$ cat src/rtl/ring_add_pkg.sv
package ring_add_pkg;
    typedef enum logic {
        KIND_REFERENCE = 1'b0,
        KIND_RING      = 1'b1
    } adder_kind_e;
endpackage

$ cat src/rtl/eac_lookahead_ring.sv
module eac_lookahead_ring #(
    parameter int WIDTH = 16
) (
    input  logic [WIDTH-1:0] opnd_x,
    input  logic [WIDTH-1:0] opnd_y,
    output logic [WIDTH-1:0] sum_o
);
    localparam int IDXW = (WIDTH > 1) ? $clog2(WIDTH) : 1;

    typedef struct packed {
        logic [WIDTH-1:0] gen;
        logic [WIDTH-1:0] prop;
        logic [WIDTH-1:0] carry;
    } ring_state_t;

    ring_state_t ring_d;

    // Each bit's carry walks backwards around the whole ring. The span
    // includes the bit itself, so a carry can wrap all the way round.
    always_comb begin
        ring_d.gen   = opnd_x & opnd_y;
        ring_d.prop  = opnd_x | opnd_y;
        ring_d.carry = '0;
        for (int i = 0; i < WIDTH; i++) begin
            logic run;
            logic acc;
            run = 1'b1;
            acc = 1'b0;
            for (int d = 1; d <= WIDTH; d++) begin
                logic [IDXW-1:0] j;
                j   = IDXW'((i - d + WIDTH) % WIDTH);
                acc = acc | (ring_d.gen[j] & run);
                run = run & ring_d.prop[j];
            end
            ring_d.carry[i] = acc;
        end
    end

    assign sum_o = opnd_x ^ opnd_y ^ ring_d.carry;

    // without any generate term, no carry can appear anywhere
    always_comb begin
        if (ring_d.gen == '0) begin
            a_r10_no_gen_no_carry: assert (ring_d.carry == '0)
                else $error("ring carry without generate");
        end
    end
endmodule

$ cat src/rtl/eac_twin_pass.sv
module eac_twin_pass #(
    parameter int WIDTH = 16
) (
    input  logic [WIDTH-1:0] opnd_x,
    input  logic [WIDTH-1:0] opnd_y,
    output logic [WIDTH-1:0] sum_o
);
    localparam int WIDE = WIDTH + 1;

    typedef struct packed {
        logic [WIDE-1:0] first;
        logic [WIDE-1:0] second;
    } pass_state_t;

    pass_state_t pass_d;

    always_comb begin
        pass_d.first  = {1'b0, opnd_x} + {1'b0, opnd_y};
        pass_d.second = {1'b0, pass_d.first[WIDTH-1:0]}
                      + {{WIDTH{1'b0}}, pass_d.first[WIDTH]};
    end

    assign sum_o = pass_d.second[WIDTH-1:0];

    // folding the carry back in never overflows a second time
    always_comb begin
        a_r2_fold_no_overflow: assert (pass_d.second[WIDTH] == 1'b0)
            else $error("second pass overflowed");
    end
endmodule

$ cat src/rtl/eac_ring_adder.sv
module eac_ring_adder #(
    parameter int                        WIDTH = 16,
    parameter ring_add_pkg::adder_kind_e KIND  = ring_add_pkg::KIND_RING
) (
    input  logic [WIDTH-1:0] opnd_x,
    input  logic [WIDTH-1:0] opnd_y,
    output logic [WIDTH-1:0] sum_o
);
    localparam logic [WIDTH-1:0] ALL_ONES = {WIDTH{1'b1}};

    logic [WIDTH-1:0] core_sum_d;

    generate
        if (KIND == ring_add_pkg::KIND_RING) begin : g_ring
            eac_lookahead_ring #(.WIDTH(WIDTH)) core_i (
                .opnd_x(opnd_x),
                .opnd_y(opnd_y),
                .sum_o (core_sum_d)
            );
        end else begin : g_ref
            eac_twin_pass #(.WIDTH(WIDTH)) core_i (
                .opnd_x(opnd_x),
                .opnd_y(opnd_y),
                .sum_o (core_sum_d)
            );
        end
    endgenerate

    assign sum_o = core_sum_d;

    always_comb begin
        if (opnd_x == '0) begin
            a_r4_zero_identity: assert (sum_o == opnd_y)
                else $error("zero operand altered the other");
        end
        if (sum_o == '0) begin
            a_r5_zero_only_from_zeros: assert (opnd_x == '0 && opnd_y == '0)
                else $error("positive zero from nonzero operands");
        end
        if (opnd_x == ~opnd_y) begin
            a_r6_complement_pair: assert (sum_o == ALL_ONES)
                else $error("x plus not x is not all ones");
        end
    end
endmodule

$ cat config.mk
export PLATFORM = sky130hd
export DESIGN_NAME = eac_ring_adder
export DESIGN_NICKNAME = d
export VERILOG_FILES = /design/src/rtl/ring_add_pkg.sv /design/src/rtl/eac_lookahead_ring.sv /design/src/rtl/eac_twin_pass.sv /design/src/rtl/eac_ring_adder.sv
export SDC_FILE = /design/constraint.sdc
export NUM_CORES = 1
export LEC_CHECK = 0
export BUFFER_PORTS_ARGS = -buffer_cell sky130_fd_sc_hd__buf_2
export CAP_MARGIN = 20
export CORE_MARGIN = 2
export CORE_UTILIZATION = 55
export DETAILED_ROUTE_END_ITERATION = 12
export PLACE_DENSITY = 0.79
export REMOVE_ABC_BUFFERS = 1
export SYNTH_ARGS = -nofsm -noshare
export SYNTH_HDL_FRONTEND = slang
export SYNTH_SLANG_ARGS = --single-unit
$ cat constraint.sdc
create_clock -name vclk -period 6.34
set_input_delay 0.951 -clock vclk [all_inputs]
set_output_delay 0.951 -clock vclk [all_outputs]
set_load 0.01 [all_outputs]
# Word-level counts from Yosys, hierarchy flattened
# Cells that the tools add are included.
[totals]
register_bits = 0
latch_bits = 0
mem_bits_rw = 0
mem_bits_ro = 0
input_bits = 32
out_inout_bits = 16
memories = 0
[classes]
add_sub_neg = 0
mul = 0
n_div = 0
n_lt_le_gt_ge = 0
n_eq_ne = 0
shift = 0
muxes = 0
n_bitwise = 708
reduce_logical = 0
[ops]
columns = ["cell", "n"]
rows = [
  ["1-bit bitwise AND", 464],
  ["1-bit OR", 240],
  ["16-bit bitwise XOR", 2],
  ["16-bit bitwise AND", 1],
  ["16-bit OR", 1],
]

# Longest topological paths before layout
[depth]
ltp_word = 18
mapped_depth = 9
mapped_depth_nobuf = 8

# Worst setup path before layout
# Ideal clock, no wire load.
[synth_timing]
kind = "input to output"
startpoint = "input port opnd_x[12]"
endpoint = "output port sum_o[5]"
t_arrival_ns = 2.714
slack_ns = 2.675
cell_stages = 9
path_buffers = 1
cell_sequence = "inv_1 > ha_1 > clkbuf_2 > or2_2 > or4_4 > a221oi_1 > o311a_1 > or3_1 > xor2_1"
[synth_between]
elab_chain_cells = 11
elab_cells_between_ends = 26
[synth_rtl]
columns = ["item", "line", "text"]
rows = [
  ["start, declared", "eac_ring_adder.sv:5", "input logic [WIDTH-1:0] opnd_x,"],
  ["16-bit bitwise AND or 16-bit OR (tied branches)", "eac_lookahead_ring.sv:21, eac_lookahead_ring.sv:22", ""],
  ["1-bit bitwise AND (on tied branches)", "eac_lookahead_ring.sv:32, eac_lookahead_ring.sv:33", ""],
  ["1-bit OR, or another cell as far along (6 in series)", "eac_lookahead_ring.sv:32", "acc = acc | (ring_d.gen[j] & run);"],
  ["1-bit OR or 1-bit bitwise AND (tied branches)", "eac_lookahead_ring.sv:32", ""],
  ["1-bit OR *", "eac_lookahead_ring.sv:32", ""],
  ["16-bit bitwise XOR *", "eac_lookahead_ring.sv:39", "assign sum_o = opnd_x ^ opnd_y ^ ring_d.carry;"],
  ["end, declared", "eac_ring_adder.sv:7", "output logic [WIDTH-1:0] sum_o"],
]
# Mark *: on every way between the ends. The rest lies on a longest branch, timed or not.

# Worst setup path in the final report
[layout_timing]
startpoint = "input port opnd_x[10]"
endpoint = "output port sum_o[5]"
[layout_between]
elab_chain_cells = 9
elab_cells_between_ends = 20
[layout_rtl]
columns = ["item", "line"]
rows = [
  ["16-bit bitwise AND or 16-bit OR (tied branches)", "eac_lookahead_ring.sv:21, eac_lookahead_ring.sv:22"],
  ["1-bit bitwise AND (on tied branches)", "eac_lookahead_ring.sv:32, eac_lookahead_ring.sv:33"],
  ["1-bit OR, or another cell as far along (4 in series)", "eac_lookahead_ring.sv:32"],
  ["1-bit OR or 1-bit bitwise AND (tied branches)", "eac_lookahead_ring.sv:32"],
  ["1-bit OR *", "eac_lookahead_ring.sv:32"],
  ["16-bit bitwise XOR *", "eac_lookahead_ring.sv:39"],
]
# Marked as above.

==> run_results.csv <==
group,metric,value,unit
synth,synth_cells,301,
critical_path,critPathLaunchType,"input pin",
global_route,grt_use_met1,39.0,%
sta,rsz0062_at_grt,"no",
global_route,overflow,0,
global_route,met2_usage,51.8,%
critical_path,critPathBufInv,3,
place,numPortBuffers,48,
sta,slew_headroom,60.0,%
synth,yosysSeqAreaShare,0,%
detailed_routing,wl_per_cell,15.3,um
floorplanning,die_area,4140,um2
synth,yosysTopAreaCellShare,25.0,%
place,place.gp.congestion,1.00,
job,drv_cap,0,
synth,ys_types,52,
sta,final_hold_viol_count,0,
detailed_routing,postRouteAntennaNets,0,
critical_path,cp-end-kind,"primary output",
synth,yosysTopAreaCell,"ha_1",
sta,layout_min_cycle_time,4.16,ns
critical_path,path_delay_family,"compound AO/OA/AOI/OAI gates",
sta,maxClockFrequency,241,MHz
floorplanning,fp.dieW,64.3,um
critical_path,arrival,3.20,ns
critical_path,required,5.39,ns
cts,holdBufCountCts,0,
power,leakage,0.00118,uW
critical_path,criticalPathCategory,"input pin to primary output",
critical_path,crit_slowest_cell,"a2111oi_0",
global_route,first_global_vias,2121,
synth,yosysMostFrequentCell,"inv_1",
sta,setup-tns-final,0,ns
synth,yosysWarningCount,0,
final_layout,fin_util,66.5,%
sta,timing.final.crit_share,65.5,%
floorplanning,io_pins,48,
synth,synth_common_cells,"inv_1 (50), ha_1 (40), nor2_1 (29)",
critical_path,crit_chain,"buf_2 -> inv_1 -> ha_1 -> nor2b_1 -> a2111oi_0 -> a221oi_1 -> o311a_1 -> or3_1 -> xor2_1 -> buf_2",
detailed_routing,dr.pass1.iters,4,
sta,setup_viol,0,
critical_path,path_max_fanout,9,
power,vdd.ir_drop.worst,53.0,uV
global_route,antenna_found_initial,0,
final_layout,nClkBuffers,0,
final_layout,drive_above_1_share,17.8,%
cts,ctsResizeCount,0,
sta,drv_slew,0,
sta,holdWs,2.37,ns
final_layout,antennaDiodeCount,0,
min_path,min_path_cells,5,
synth,avgSynthCellArea,6.65,um2
min_path,hold_class,"input pin to primary output",
critical_path,cpMostUsedCell,"buf_2",
detailed_routing,drc,0,
global_route,grt_use_total,29.3,%
global_route,grt_start_max_net_pins,13,
critical_path,cp_num_cells,10,
detailed_routing,via_count,2311,
global_route,grt_most_used_layer,"met2",
detailed_routing,vias_per_cell,5.94,
critical_path,slowest_delay,0.45,ns
global_route,grt_pass1_wl,9920,um
run_status,status,"finished, final reports clean",
floorplanning,core,3420,um2
synth,synthTopCellsByArea,"ha_1 (25%), inv_1 (9.4%), a21oi_1 (5.8%)",
final_layout,seqCellArea,0,um2
detailed_routing,wirelength,5970,um
final_layout,area_delta_synth_final,13.6,%
sta,tightest_slew,0.596,ns
power,p_per_area,94.9,nW/um2
final_layout,seq_cells,0,
place,hpwlAfterDp,5030,um
floorplanning,fp-row-count,21,
cts,post_cts_buffers,0,
floorplanning,dieHeight,64.3,um
synth,syn_area,2000,um2
final_layout,nets,417,
floorplanning,initial_core_util,58.6,%
global_route,globalRouteMet3Util,3.17,%
detailed_routing,drt-initial-drc-count,223,
==> stage by stage <==
| stage | total power [uW] | cells | worst slack, ns | instance area, um2 |
|---|---|---|---|---|
| finish | 216 | 389 | 2.18 | 2270 |
| global route | 237 | 389 | 1.98 | 2270 |
| CTS | 214 | 389 | 2.20 | 2270 |
| floorplan | 143 | 295 | 2.68 | 1970 |
| detailed placement | 212 | 389 | 2.19 | 2270 |
| global placement | 212 | 389 | 2.19 | 2270 |
==> layout make-up <==
| type | instances | area (um2) |
|---|---|---|
| Multi-Input combinational cell | 244 | 1780 |
| Fill cell | 335 | 1140 |
| Timing Repair Buffer | 48 | 240 |
| Inverter | 51 | 191 |
| Tap cell | 46 | 57.6 |
==> metal layers <==
| metal | vias up | routed length, um |
|---|---|---|
| met5 | - | 0 |
| met4 | 0 | 95 |
| met3 | 10 | 501 |
| met2 | 99 | 2720 |
| met1 | 1046 | 2650 |
| li1 | 1156 | - |
==> report_power, final <==
group,internal [uW],switching [uW],total (uW)
registers,0,0,0
logic,88.9,127,216
clock network,0,0,0
total,88.9,127,216
==> final timing paths <==
| kind | from | end | slack [ns] |
|---|---|---|---|
| max | opnd_x[10] | sum_o[5] | 2.18 |
| min | opnd_y[3] | sum_o[3] | 2.37 |
==> tightest hold or removal path: cells and delay by family <==
family	cells	cell delay (ns)
XOR/XNOR	1	0.06
buffers and inverters	3	0.29
adder cells (fa/ha/maj)	1	0.12
==> cell usage in the layout (no fill, tap or decap), types with 4 or more instances in the layout <==
cell type	synthesis	final
a31oi_1	5	5
ha_1	40	40
a21oi_1	23	23
inv_1	50	50
nor3b_1	4	4
xor2_1	10	10
nor4_1	4	4
o31ai_1	7	7
nor3_1	13	13
nor2_1	29	29
a211oi_1	4	4
o21ai_0	16	16
buf_2	2	48
a221oi_1	4	4
nor2b_1	12	12
nand2_1	16	16
==> cells by family after synthesis <==
family	share of synthesized area (%)
adder cells (fa/ha/maj)	25.0
XOR/XNOR	5.69
buffers and inverters	10.9
multiplexers	1.00
AO/OA/AOI/OAI	30.8
AND/OR/NAND/NOR	26.6
Note: power is estimated with default switching activity, not from simulation.
